<file path="config.mk">
export PLATFORM = sky130hd
export DESIGN_NAME = sadc_port
export DESIGN_NICKNAME = d
export VERILOG_FILES = /design/src/rtl/sadc_pkg.sv /design/src/rtl/sadc_sync.sv /design/src/rtl/sadc_cmd_rx.sv /design/src/rtl/sadc_readout.sv /design/src/rtl/sadc_port.sv
export SDC_FILE = /design/constraint.sdc
export NUM_CORES = 1
export LEC_CHECK = 0
export ABC_AREA = 1
export ABC_CLOCK_PERIOD_IN_PS = 1990
export BUFFER_PORTS_ARGS = -buffer_cell sky130_fd_sc_hd__buf_2
export CORE_MARGIN = 1.5
export CORE_UTILIZATION = 62
export DETAILED_ROUTE_END_ITERATION = 12
export GPL_TIMING_DRIVEN = 1
export PLACE_DENSITY = 0.84
export RECOVER_POWER = 100
export SETUP_SLACK_MARGIN = 0.5
export SYNTH_ARGS = -nofsm -noshare
export SYNTH_HDL_FRONTEND = slang
export SYNTH_SLANG_ARGS = --single-unit
</file>
<file path="constraint.sdc">
create_clock -name clk -period 1.99 [get_ports clk]
set_input_delay 0.199 -clock clk [delete_from_list [all_inputs] [get_ports clk]]
set_output_delay 0.199 -clock clk [all_outputs]
set_load 0.03 [all_outputs]
</file>
<file path="src/rtl/sadc_pkg.sv">
package sadc_pkg;
  localparam int unsigned SADC_RES_W  = 12;
  localparam int unsigned SADC_CMD_W  = 8;
  localparam int unsigned SADC_MODE_B = 3;
  localparam int unsigned SADC_SHORT  = 8;
  localparam int unsigned SADC_LOCK12 = 7;
  localparam int unsigned SADC_LOCK8  = 3;

  typedef enum logic [1:0] {
    PIN_CS   = 2'd0,
    PIN_SCLK = 2'd1,
    PIN_DIN  = 2'd2
  } sadc_pin_e;
endpackage

</file>
<file path="src/rtl/sadc_sync.sv">
module sadc_sync #(
  parameter int unsigned      W       = 3,
  parameter int unsigned      STAGES  = 2,
  parameter logic [W-1:0]     RST_VAL = '0
) (
  input  logic         clk,
  input  logic         rst_n,
  input  logic [W-1:0] async_in,
  output logic [W-1:0] sync_out
);
  logic [W-1:0] stg [STAGES];

  genvar g;
  generate
    for (g = 0; g < STAGES; g++) begin : g_stage
      if (g == 0) begin : g_first
        always_ff @(posedge clk or negedge rst_n) begin
          if (!rst_n) stg[g] <= RST_VAL;
          else        stg[g] <= async_in;
        end
      end else begin : g_next
        always_ff @(posedge clk or negedge rst_n) begin
          if (!rst_n) stg[g] <= RST_VAL;
          else        stg[g] <= stg[g-1];
        end
      end
    end
  endgenerate

  assign sync_out = stg[STAGES-1];
endmodule

</file>
<file path="src/rtl/sadc_cmd_rx.sv">
module sadc_cmd_rx #(
  parameter int unsigned CMD_W  = 8,
  parameter int unsigned MODE_B = 3,
  parameter int unsigned LOCK12 = 7,
  parameter int unsigned LOCK8  = 3
) (
  input  logic clk,
  input  logic rst_n,
  input  logic clr,
  input  logic sclk_rise,
  input  logic din_s,
  output logic cmd_done,
  output logic cmd_short
);
  localparam int unsigned CNT_W  = $clog2(CMD_W);
  localparam int unsigned LMAX   = (LOCK12 > LOCK8) ? LOCK12 : LOCK8;
  localparam int unsigned LOCK_W = $clog2(LMAX + 1);
  localparam int unsigned HIST_W = (MODE_B > 0) ? MODE_B : 1;

  logic              active;
  logic [CNT_W-1:0]  bitcnt;
  logic [HIST_W-1:0] hist;
  logic [LOCK_W-1:0] lock;
  logic              mode_now;

  // mode bit of the word completing on this edge
  assign mode_now = (MODE_B == 0) ? din_s : hist[HIST_W-1];

  always_ff @(posedge clk or negedge rst_n) begin
    if (!rst_n) begin
      active    <= 1'b0;
      bitcnt    <= '0;
      hist      <= '0;
      lock      <= '0;
      cmd_done  <= 1'b0;
      cmd_short <= 1'b0;
    end else begin
      cmd_done <= 1'b0;
      if (clr) begin
        active <= 1'b0;
        bitcnt <= '0;
        lock   <= '0;
      end else if (sclk_rise) begin
        if (active) begin
          hist <= HIST_W'({hist, din_s});
          if (bitcnt == CNT_W'(CMD_W - 1)) begin
            active    <= 1'b0;
            bitcnt    <= '0;
            cmd_done  <= 1'b1;
            cmd_short <= mode_now;
            lock      <= mode_now ? LOCK_W'(LOCK8) : LOCK_W'(LOCK12);
          end else begin
            bitcnt <= bitcnt + CNT_W'(1);
          end
        end else if (lock != '0) begin
          lock <= lock - LOCK_W'(1);
        end else if (din_s) begin
          active <= 1'b1;
          bitcnt <= CNT_W'(1);
          hist   <= HIST_W'(1);
        end
      end
    end
  end
endmodule

</file>
<file path="src/rtl/sadc_readout.sv">
module sadc_readout #(
  parameter int unsigned RES_W   = 12,
  parameter int unsigned SHORT_W = 8
) (
  input  logic             clk,
  input  logic             rst_n,
  input  logic             clr,
  input  logic             load,
  input  logic             short_mode,
  input  logic [RES_W-1:0] sample,
  input  logic             sclk_fall,
  output logic             dout,
  output logic             busy
);
  localparam int unsigned LEFT_W = $clog2(RES_W);
  localparam logic [RES_W-1:0] SHORT_MASK =
    ~((RES_W'(1) << (RES_W - SHORT_W)) - RES_W'(1));

  logic [RES_W-1:0]  sh;
  logic [LEFT_W-1:0] left;
  logic              skip;

  always_ff @(posedge clk or negedge rst_n) begin
    if (!rst_n) begin
      sh   <= '0;
      left <= '0;
      skip <= 1'b0;
      busy <= 1'b0;
      dout <= 1'b0;
    end else if (clr) begin
      sh   <= '0;
      left <= '0;
      skip <= 1'b0;
      busy <= 1'b0;
      dout <= 1'b0;
    end else if (load) begin
      sh   <= short_mode ? (sample & SHORT_MASK) : sample;
      left <= '0;
      skip <= 1'b1;
      busy <= 1'b1;
    end else if (sclk_fall) begin
      if (skip) begin
        skip <= 1'b0;
      end else if (busy) begin
        busy <= 1'b0;
        dout <= sh[RES_W-1];
        sh   <= sh << 1;
        left <= LEFT_W'(RES_W - 1);
      end else if (left != '0) begin
        dout <= sh[RES_W-1];
        sh   <= sh << 1;
        left <= left - LEFT_W'(1);
      end else begin
        dout <= 1'b0;
      end
    end
  end
endmodule

</file>
<file path="src/rtl/sadc_port.sv">
module sadc_port
  import sadc_pkg::*;
#(
  parameter int unsigned RES_W   = SADC_RES_W,
  parameter int unsigned CMD_W   = SADC_CMD_W,
  parameter int unsigned MODE_B  = SADC_MODE_B,
  parameter int unsigned SHORT_W = SADC_SHORT,
  parameter int unsigned LOCK12  = SADC_LOCK12,
  parameter int unsigned LOCK8   = SADC_LOCK8,
  parameter int unsigned STAGES  = 2
) (
  input  logic             clk,
  input  logic             rst_n,
  input  logic             cs_n,
  input  logic             sclk,
  input  logic             din,
  input  logic [RES_W-1:0] sample_in,
  output logic             dout,
  output logic             dout_oe,
  output logic             busy,
  output logic             busy_oe
);
  localparam int unsigned NPIN = 3;

  logic [NPIN-1:0] pins_s;
  logic cs_s, sclk_s, din_s, sclk_q;
  logic sclk_rise, sclk_fall;
  logic cmd_done, cmd_short;

  sadc_sync #(.W(NPIN), .STAGES(STAGES), .RST_VAL(NPIN'(1) << PIN_CS)) u_sync (
    .clk      (clk),
    .rst_n    (rst_n),
    .async_in ({din, sclk, cs_n}),
    .sync_out (pins_s)
  );

  assign cs_s   = pins_s[PIN_CS];
  assign sclk_s = pins_s[PIN_SCLK];
  assign din_s  = pins_s[PIN_DIN];

  always_ff @(posedge clk or negedge rst_n) begin
    if (!rst_n) sclk_q <= 1'b0;
    else        sclk_q <= sclk_s;
  end

  assign sclk_rise = sclk_s & ~sclk_q & ~cs_s;
  assign sclk_fall = ~sclk_s & sclk_q & ~cs_s;

  sadc_cmd_rx #(.CMD_W(CMD_W), .MODE_B(MODE_B), .LOCK12(LOCK12), .LOCK8(LOCK8)) u_rx (
    .clk       (clk),
    .rst_n     (rst_n),
    .clr       (cs_s),
    .sclk_rise (sclk_rise),
    .din_s     (din_s),
    .cmd_done  (cmd_done),
    .cmd_short (cmd_short)
  );

  sadc_readout #(.RES_W(RES_W), .SHORT_W(SHORT_W)) u_ro (
    .clk        (clk),
    .rst_n      (rst_n),
    .clr        (cs_s),
    .load       (cmd_done),
    .short_mode (cmd_short),
    .sample     (sample_in),
    .sclk_fall  (sclk_fall),
    .dout       (dout),
    .busy       (busy)
  );

  assign dout_oe = ~cs_s;
  assign busy_oe = ~cs_s;
endmodule

</file>
After elaboration in Yosys (flattened, before gate mapping)

Index checks and enable logic that the tools add are counted.

Register bits after elaboration: 38
Input bits: 17
Output and inout bits: 4

Add/subtract/negate cells: 3
Equality and inequality tests: 7
Muxes and demuxes: 49
Bitwise operators: 7
Reductions and logical operators: 16

Operators with widths:

| kind                                                   | number |
|---|---|
| two-way mux 12 bit                                     | 6 |
| two-way mux 3 bit                                      | 13 |
| two-way mux 4 bit                                      | 7 |
| two-way mux 1 bit                                      | 23 |
| AND reduction 3 bit                                    | 4 |
| nonzero test 3 bit                                     | 4 |
| AND reduction 4 bit                                    | 2 |
| nonzero test 4 bit                                     | 2 |
| inequality test 3 bit (second input constant)          | 2 |
| nonzero test 2 bit                                     | 3 |
| bitwise AND 1 bit                                      | 4 |
| inequality test 2 bit (second input constant)          | 2 |
| subtractor 4 x 1 -> 4 bit (second input constant)      | 1 |
| adder 3 x 1 -> 3 bit (second input constant)           | 1 |
| equality test 3 bit (second input constant)            | 1 |
| inequality test 3 x 2 -> 1 bit (second input constant) | 1 |
| NOT 1 bit                                              | 3 |
| subtractor 3 x 1 -> 3 bit (second input constant)      | 1 |
| inequality test 2 x 1 -> 1 bit (second input constant) | 1 |
| AND reduction 2 bit                                    | 1 |

Logic depth before layout (Yosys ltp)

Gate-level depths: netlist of run 1.

Depth in word-level cells: 7
Gate-level depth with buffers: 9
Depth with buffers taken out: 9

By module

From an unflattened synthesis of run 1, not the netlist that was laid out.

Cell total of the unflattened synthesis: 255
Area total of the unflattened synthesis: 2004.4 µm²

By module, submodules not included:

| module       | instances | cells an instance | area an instance (µm²) | seq. area each (µm²) |
|---|---|---|---|---|
| sadc_readout | 1         | 149               | 1083.5                 | 475.5 |
| sadc_cmd_rx  | 1         | 90                | 694.4                  | 300.3 |
| sadc_sync    | 1         | 9                 | 175.2                  | 152.6 |
| sadc_port    | 1         | 7                 | 51.3                   | 25.0 |

Least setup slack after synthesis of run 1

OpenSTA, ideal clock, no wires.

Kind: reg2reg
Start point: register u_rx.bitcnt[0]
End point: register u_rx.lock[2]
Library setup time: 0.065 ns
Arrival: 1.263 ns
Setup slack: 0.662 ns
Cell stages (with the launch flop): 10
Buffers on the path: 0
Period minus slack after synthesis: 1.328 ns
Path through: dfrtp_1 -> ha_1 -> ha_1 -> nand2_1 -> inv_1 -> nor2_1 -> nand2_1 -> nand2_1 -> nand2_1 -> nand2_1

Cells in the longest elaborated chain, start to end: 3

RTL lines:

| what                                   | RTL line          | text |
|---|---|---|
| from (decl)                            | sadc_cmd_rx.sv:21 | `logic [CNT_W-1:0] bitcnt;` |
| from (signal assigned)                 | sadc_cmd_rx.sv:53 | `bitcnt <= bitcnt + CNT_W'(1);` |
| equality test 3 bit                    | sadc_cmd_rx.sv:46 | `if (bitcnt == CNT_W'(CMD_W - 1)) begin` |
| inequality test 3 bit (no source line) | --                |  |
| AND reduction 3 bit (no source line)   | --                |  |
| to (signal assigned)                   | sadc_cmd_rx.sv:51 | `lock <= mode_now ? LOCK_W'(LOCK8) : LOCK_W'(LOCK12);` |
| to (signal assigned)                   | sadc_cmd_rx.sv:56 | `lock <= lock - LOCK_W'(1);` |
| to (decl)                              | sadc_cmd_rx.sv:23 | `logic [LOCK_W-1:0] lock;` |

Every way passes these cells.
A chain may end at the register's enable or synchronous reset.

Worst setup path after layout of run 1

Start point: register u_ro.left[0]
End point: register u_ro.sh[2]

Cells in the longest elaborated chain, start to end: 3

RTL lines:

| what                                 | RTL line           | text |
|---|---|---|
| from (decl)                          | sadc_readout.sv:20 | `logic [LEFT_W-1:0] left;` |
| from (signal assigned)               | sadc_readout.sv:48 | `left <= LEFT_W'(RES_W - 1);` |
| from (signal assigned)               | sadc_readout.sv:52 | `left <= left - LEFT_W'(1);` |
| nonzero test 4 bit                   | sadc_readout.sv:49 | `end else if (left != '0) begin` |
| nonzero test 4 bit (no source line)  | --                 |  |
| AND reduction 3 bit (no source line) | --                 |  |
| to (signal assigned)                 | sadc_readout.sv:37 | `sh <= short_mode ? (sample & SHORT_MASK) : sample;` |
| to (signal assigned)                 | sadc_readout.sv:47 | `sh <= sh << 1;` |
| to (signal assigned)                 | sadc_readout.sv:51 | `sh <= sh << 1;` |
| to (decl)                            | sadc_readout.sv:19 | `logic [RES_W-1:0] sh;` |

Every way passes these cells.

==> metrics.txt, run 1 <==
status finished clean; Worst-path clk slew 0.11 ns; Post-Syn Area 1870 um2; register area 953 um2; DR vias/cell 5.34; Max FO, Critical Path 12; register area share after synthesis 0.509; Layout Cells excl Fill 300; Mapped Cells 235; Initial Util 0.668; Area contributors post-synth dfrtp_1 48%, nand2_1 20%, nand3_1 7.2%; critical path class register to register; clock sink total 38; CTS Root Cell clkbuf_4; Tcrit/Tclk final 0.798; largest net degree at the start of global routing 39; share of cells above drive strength 1 0.171; CP startpoint kind register; core area 2810 um2; first-pass GRT wire length 6.33 mm; Unique masters post-synth 23; Post-route DRC 0; Worst Path Required 2.23 ns; P per Cell Area 798 nW/um2; total global routing overflow 0; setup_tns 0 ns; Cell Area, Placed 1990 um2; crit path DAT 1.83 ns; Pins Over Slew Limit 0; Port Buffers 20; placed cell count 281; fillers 229; multi-input logic area 791 um2; crit path cell chain inv_1 -> ha_1 -> nand3_1 -> nand2_1 -> nand2_4 -> nand2_1 -> nand2_1; post-synth net total 258; HP Class primary input to register; Relative slew margins 0.387; I/O pin cnt 21; Pleak 1.16 nW; ANT nets after route 0; Top Usage Layer GRT met2; share of the synthesized area in the top cell type 0.481; TritonCTS Buffers 5; Fmax 630 MHz; Area Overhead vs Synth 13.3%; Synth Warn # 0; Max Cap Viol 0; fin crit period 1.59 ns; GR met3 Demand/Resource 0.0603; Setup Skew 0.00926 ns; Final setup viols 0; die width 58.0 um; Final Hold Fails 0; die height 58.0 um; H-tree Lvls 2; global placer's final weighted congestion 0.861; FP Rows 19; RSZ-0062 raised after global routing false; synthesized flop and latch total 38; M2 GR Usage 0.427; Final #Nets 291; Worst IR Drop VDD 598 uV; Total GRT Usage 0.254; grt met1 use 0.327; Skew-Pair Late Insertion Delay 0.35 ns; slowest CP cell dfrtp_1; die area 3360 um2; CTS tree done; number of global-route vias before repair 1,431; dpl hpwl 2.47 mm; deepest clock path buffer count 2; final core utilization 0.757; Min Hold Slack 0.0907 ns; Worst Slack Setup Final 0.402 ns; Least-Margin Pin Slew 0.920 ns; initial antenna violation count 0; Crit path max-delay family simple AND/OR/NAND/NOR gates; CP most frequent cell nand2_1; worst setup slack after placement 0.494 ns; via count 1,603; Post-Route WL 3.91 mm; max incr delay on CP 0.41 ns; # diodes 0; critical path capture point type register; area leader, netlist dfrtp_1; TritonRoute pass-1 iters 6; Total Power 1.70 mW; fin area 2120 um2; syn avg cell area 7.98 um2; average wire per standard cell 13.0 um; First DRT Iteration DRCs 87; Crit path buffers/inverters 1
logic make-up (layout without fill, tap and decap cells):
family | count (synthesis) | after routing | synth area share
and+or+nand+nor | 144 | 144 | 0.332
DFF | 38 | 38 | 0.509
buffers and inverters | 28 | 62 | 0.0668
AOI/OAI and AO/OA | 19 | 19 | 0.0521
adders and majority gates | 6 | 6 | 0.0401
Yosys cell counts, drive strengths merged:
cell type,n
ha,6
dfrtp,36
o31ai,1
buf,8
dfstp,2
nand4,3
nand2,101
nor3,1
nor2,10
nand3,28
o21ai,7
nand3b,1
inv,19
a21oi,11
clkinv,1
routing by layer:
metal | vias to the layer above | share of wire
met1 | 746 | 0.45
met5 | - | 0
met3 | 8 | 0.039
met4 | 0 | 0.017
met2 | 36 | 0.50
li1 | 813 | -
where the power goes:
group          internal, mW  total [mW]  switching (mW)
combinational         0.161       0.414           0.253
sequential            0.844       0.897          0.0538
clock                 0.135       0.384           0.249
path summary, 6_finish.rpt:
check,startpoint,to,slack [ns],cells past startpoint
max,u_ro.left[0],u_ro.sh[2],0.40,7
min,sample_in[0],u_ro.sh[0],0.09,3
max reg2reg,u_ro.left[0],u_ro.sh[2],0.40,7
min reg2reg,u_sync.stg[3],u_sync.sync_out[0],0.36,0
max in group asynchronous,rst_n,u_ro.left[2],0.90,2
min in group asynchronous,rst_n,u_rx.bitcnt[1],0.51,2
area by class of cell:
cell class / instances / area share
Sequential cell: 38 / 0.449
Multi-Input combinational cell: 169 / 0.372
Timing Repair Buffer: 34 / 0.0990
Inverter: 20 / 0.0371
Clock buffer: 6 / 0.0194
Tap cell: 31 / 0.0183
Clock inverter: 2 / 0.00471
state kept, by name, indices dropped and copies added (netlist names):
register / count
u_rx.cmd_done: 1
u_ro.left: 4
sclk_q: 1
u_sync.sync_out: 3
u_rx.lock: 3
u_rx.hist: 3
u_rx.bitcnt: 3
u_ro.sh: 12
u_sync.stg: 3
u_ro.busy: 1
u_ro.skip: 1
u_rx.active: 1
u_ro.dout: 1
u_rx.cmd_short: 1
worst register-to-register path, stage by stage (launching register included):
cell and delay (ns):
dfrtp_1 0.41, inv_1 0.12, ha_1 0.16, nand3_1 0.07, nand2_1 0.37, nand2_4 0.19
nand2_1 0.11, nand2_1 0.06
cell usage in the layout, fill, tap and decap left out, types with 3 or more instances in the layout:
master         instances
dfrtp_1               36
buf_4                 10
o21ai_0                6
clkbuf_1               5
nand4_1                3
nor2_2                 3
clkbuf_4               5
dlygate4sd3_1          4
inv_1                 16
buf_2                 15
a21oi_1               11
nor2_1                 6
nand2_1               99
ha_1                   6
inv_2                  3
nand3_1               28
timing repair:
| action | CTS | global route |
|---|---|---|
| cloned | 0 | 0 |
| setup endpoints to repair | 5 | 15 |
| hold buffers | 4 | 0 |
| gates resized for setup | 1 | 7 |
| setup buffers | 1 | 6 |
| hold endpoints to repair | 39 | 0 |
| pin swaps | 0 | 2 |
No activity file was read; power rests on OpenSTA's default activity.
==> inputs of run 2 (changes only) <==
Settings changed: ABC_CLOCK_PERIOD_IN_PS 1990 to 1300, CORE_UTILIZATION 62 to 52, PLACE_DENSITY 0.84 to 0.75.
Clock period 1.99 ns to 1.3 ns, I/O delays scaled along.
==> metrics.txt, run 2 (synthesis results as in run 1) <==
I/O pin cnt 21; Area Overhead vs Synth 48.6%; H-tree Lvls 2; # diodes 0; via count 1,960; Skew-Pair Late Insertion Delay 0.36 ns; Final setup viols 19; Post-route DRC 0; Final #Nets 319; clock sink total 38; total global routing overflow 0; critical path class register to output port; max reg flops 12; crit path DAT 1.32 ns; fillers 175; DR vias/cell 5.71; global placer's final weighted congestion 0.811; core area 3390 um2; TritonCTS Buffers 5; failing checks setup timing; switching portion of total power 0.374; Min Hold Slack 0.115 ns; worst setup slack after placement -0.347 ns; setup_tns -1.22 ns; P per Cell Area 1130 nW/um2; CTS tree done; TritonRoute pass-1 iters 5; Internal 1.97 mW; first-pass GRT wire length 8.20 mm; Pins Over Slew Limit 0; status finished with violations; commonest cells after routing, fill and taps aside 70 x nand2_1, 34 x dfrtp_1, 22 x buf_4; CTS Root Cell clkbuf_4; HP Class primary input to register; Total Power 3.15 mW; FP Rows 21; Seq pwr share 0.438; Tcrit/Tclk final 1.12; Worst-path clk slew 0.13 ns; RSZ-0062 raised after global routing true; Total GRT Usage 0.267; die area 3970 um2; share of cells above drive strength 1 0.468; multi-input logic area 1140 um2; fin crit period 1.45 ns; Relative slew margins 0.383; CP startpoint kind register; Combinational Power Share 0.355; dpl hpwl 2.59 mm; deepest clock path buffer count 2; Max FO, Critical Path 4; die height 63.0 um; Max Cap Viol 0; Setup Skew 0.0173 ns; Worst IR Drop VDD 801 uV; Worst Path Required 1.17 ns; Final Hold Fails 0; initial antenna violation count 0; Psw 1.18 mW; Port Buffers 20; Least-Margin Pin Slew 0.925 ns; Worst Slack Setup Final -0.152 ns; clock share of power 0.207; number of global-route vias before repair 1,742; largest net degree at the start of global routing 39; Initial Util 0.553; ANT nets after route 0; commonest non-fill, non-tap cell in the layout nand2_1; critical path capture point type output port; Fmax 689 MHz; Pleak 1.41 nW; largest register by flop count u_ro.sh; First DRT Iteration DRCs 315; register area 956 um2; die width 63.0 um; average wire per standard cell 17.3 um; Top Registers u_ro.sh: 12 flops, u_ro.left: 4 flops; Post-Route WL 5.93 mm
run 2: cell types whose count changed in the layout (fill, tap and decap cells not counted), sizes merged:
cell / before / now
inv: 19 / 20
nor2: 10 / 11
dlygate4sd3: 4 / 5
nand2: 101 / 102
clkbuf: 11 / 9
buf: 25 / 51
run 2: layout make-up:
cell class / instances / share of cell area
inverter: 20 / 0.0305
clock inverter: 3 / 0.00764
timing repair buffer: 60 / 0.175
clock buffer: 5 / 0.0135
sequential: 38 / 0.343
tap: 46 / 0.0207
multi-input combinational: 171 / 0.410
run 2: path summary, 6_finish.rpt:
kind / startpoint / to / slack, ns / cells after the start
worst min register to register: u_sync.stg[4] / u_sync.sync_out[1] / 0.36 / 0
max in group asynchronous: rst_n / u_rx.cmd_done / 0.17 / 3
worst max register to register: u_sync.sync_out[0] / u_rx.hist[0] / -0.13 / 8
min in group asynchronous: rst_n / u_rx.lock[2] / 0.49 / 3
worst max-delay path: u_sync.sync_out[0] / busy_oe / -0.15 / 4
worst min-delay path: sample_in[3] / u_ro.sh[3] / 0.12 / 5
run 2: timing repair:
item	CTS	global route
endpoints found under the setup margin	35	35
setup buffers	20	6
gates cloned	1	1
endpoints found under the hold margin	40	0
pin swaps	16	20
resized for setup	45	45
hold buffers	5	0
run 2: critical path, stage by stage, from the launching register on:
cell,delay [ns]
dfstp_2,0.58
buf_8,0.12
inv_8,0.04
buf_6,0.11
buf_6,0.13
run 2: per-stage QoR:
step	utilization	cells	instance area (um2)
after floorplan	-	235	1990
after global placement	0.634	302	2150
after detailed placement	0.634	302	2150
after CTS	0.764	336	2590
after global routing	0.822	343	2790
final	0.822	343	2790
run 2: layer usage:
layer | share of wire | vias up | wire, um | global-route usage
met5 | 0 | - | 0 | 0
met4 | 0.052 | 0 | 309 | 0.108
met3 | 0.076 | 43 | 453 | 0.0559
met2 | 0.48 | 114 | 2820 | 0.415
met1 | 0.40 | 928 | 2350 | 0.364
li1 | - | 875 | - | -
run 2: power by group through the flow:
stage / Clock [mW] / Combinational (mW) / Sequential, mW
floorplan: 0 / 0.541 / 1.38
global placement: 0 / 0.703 / 1.39
detailed placement: 0 / 0.721 / 1.39
CTS: 0.651 / 0.902 / 1.37
global route: 0.725 / 1.23 / 1.40
finish: 0.652 / 1.12 / 1.38
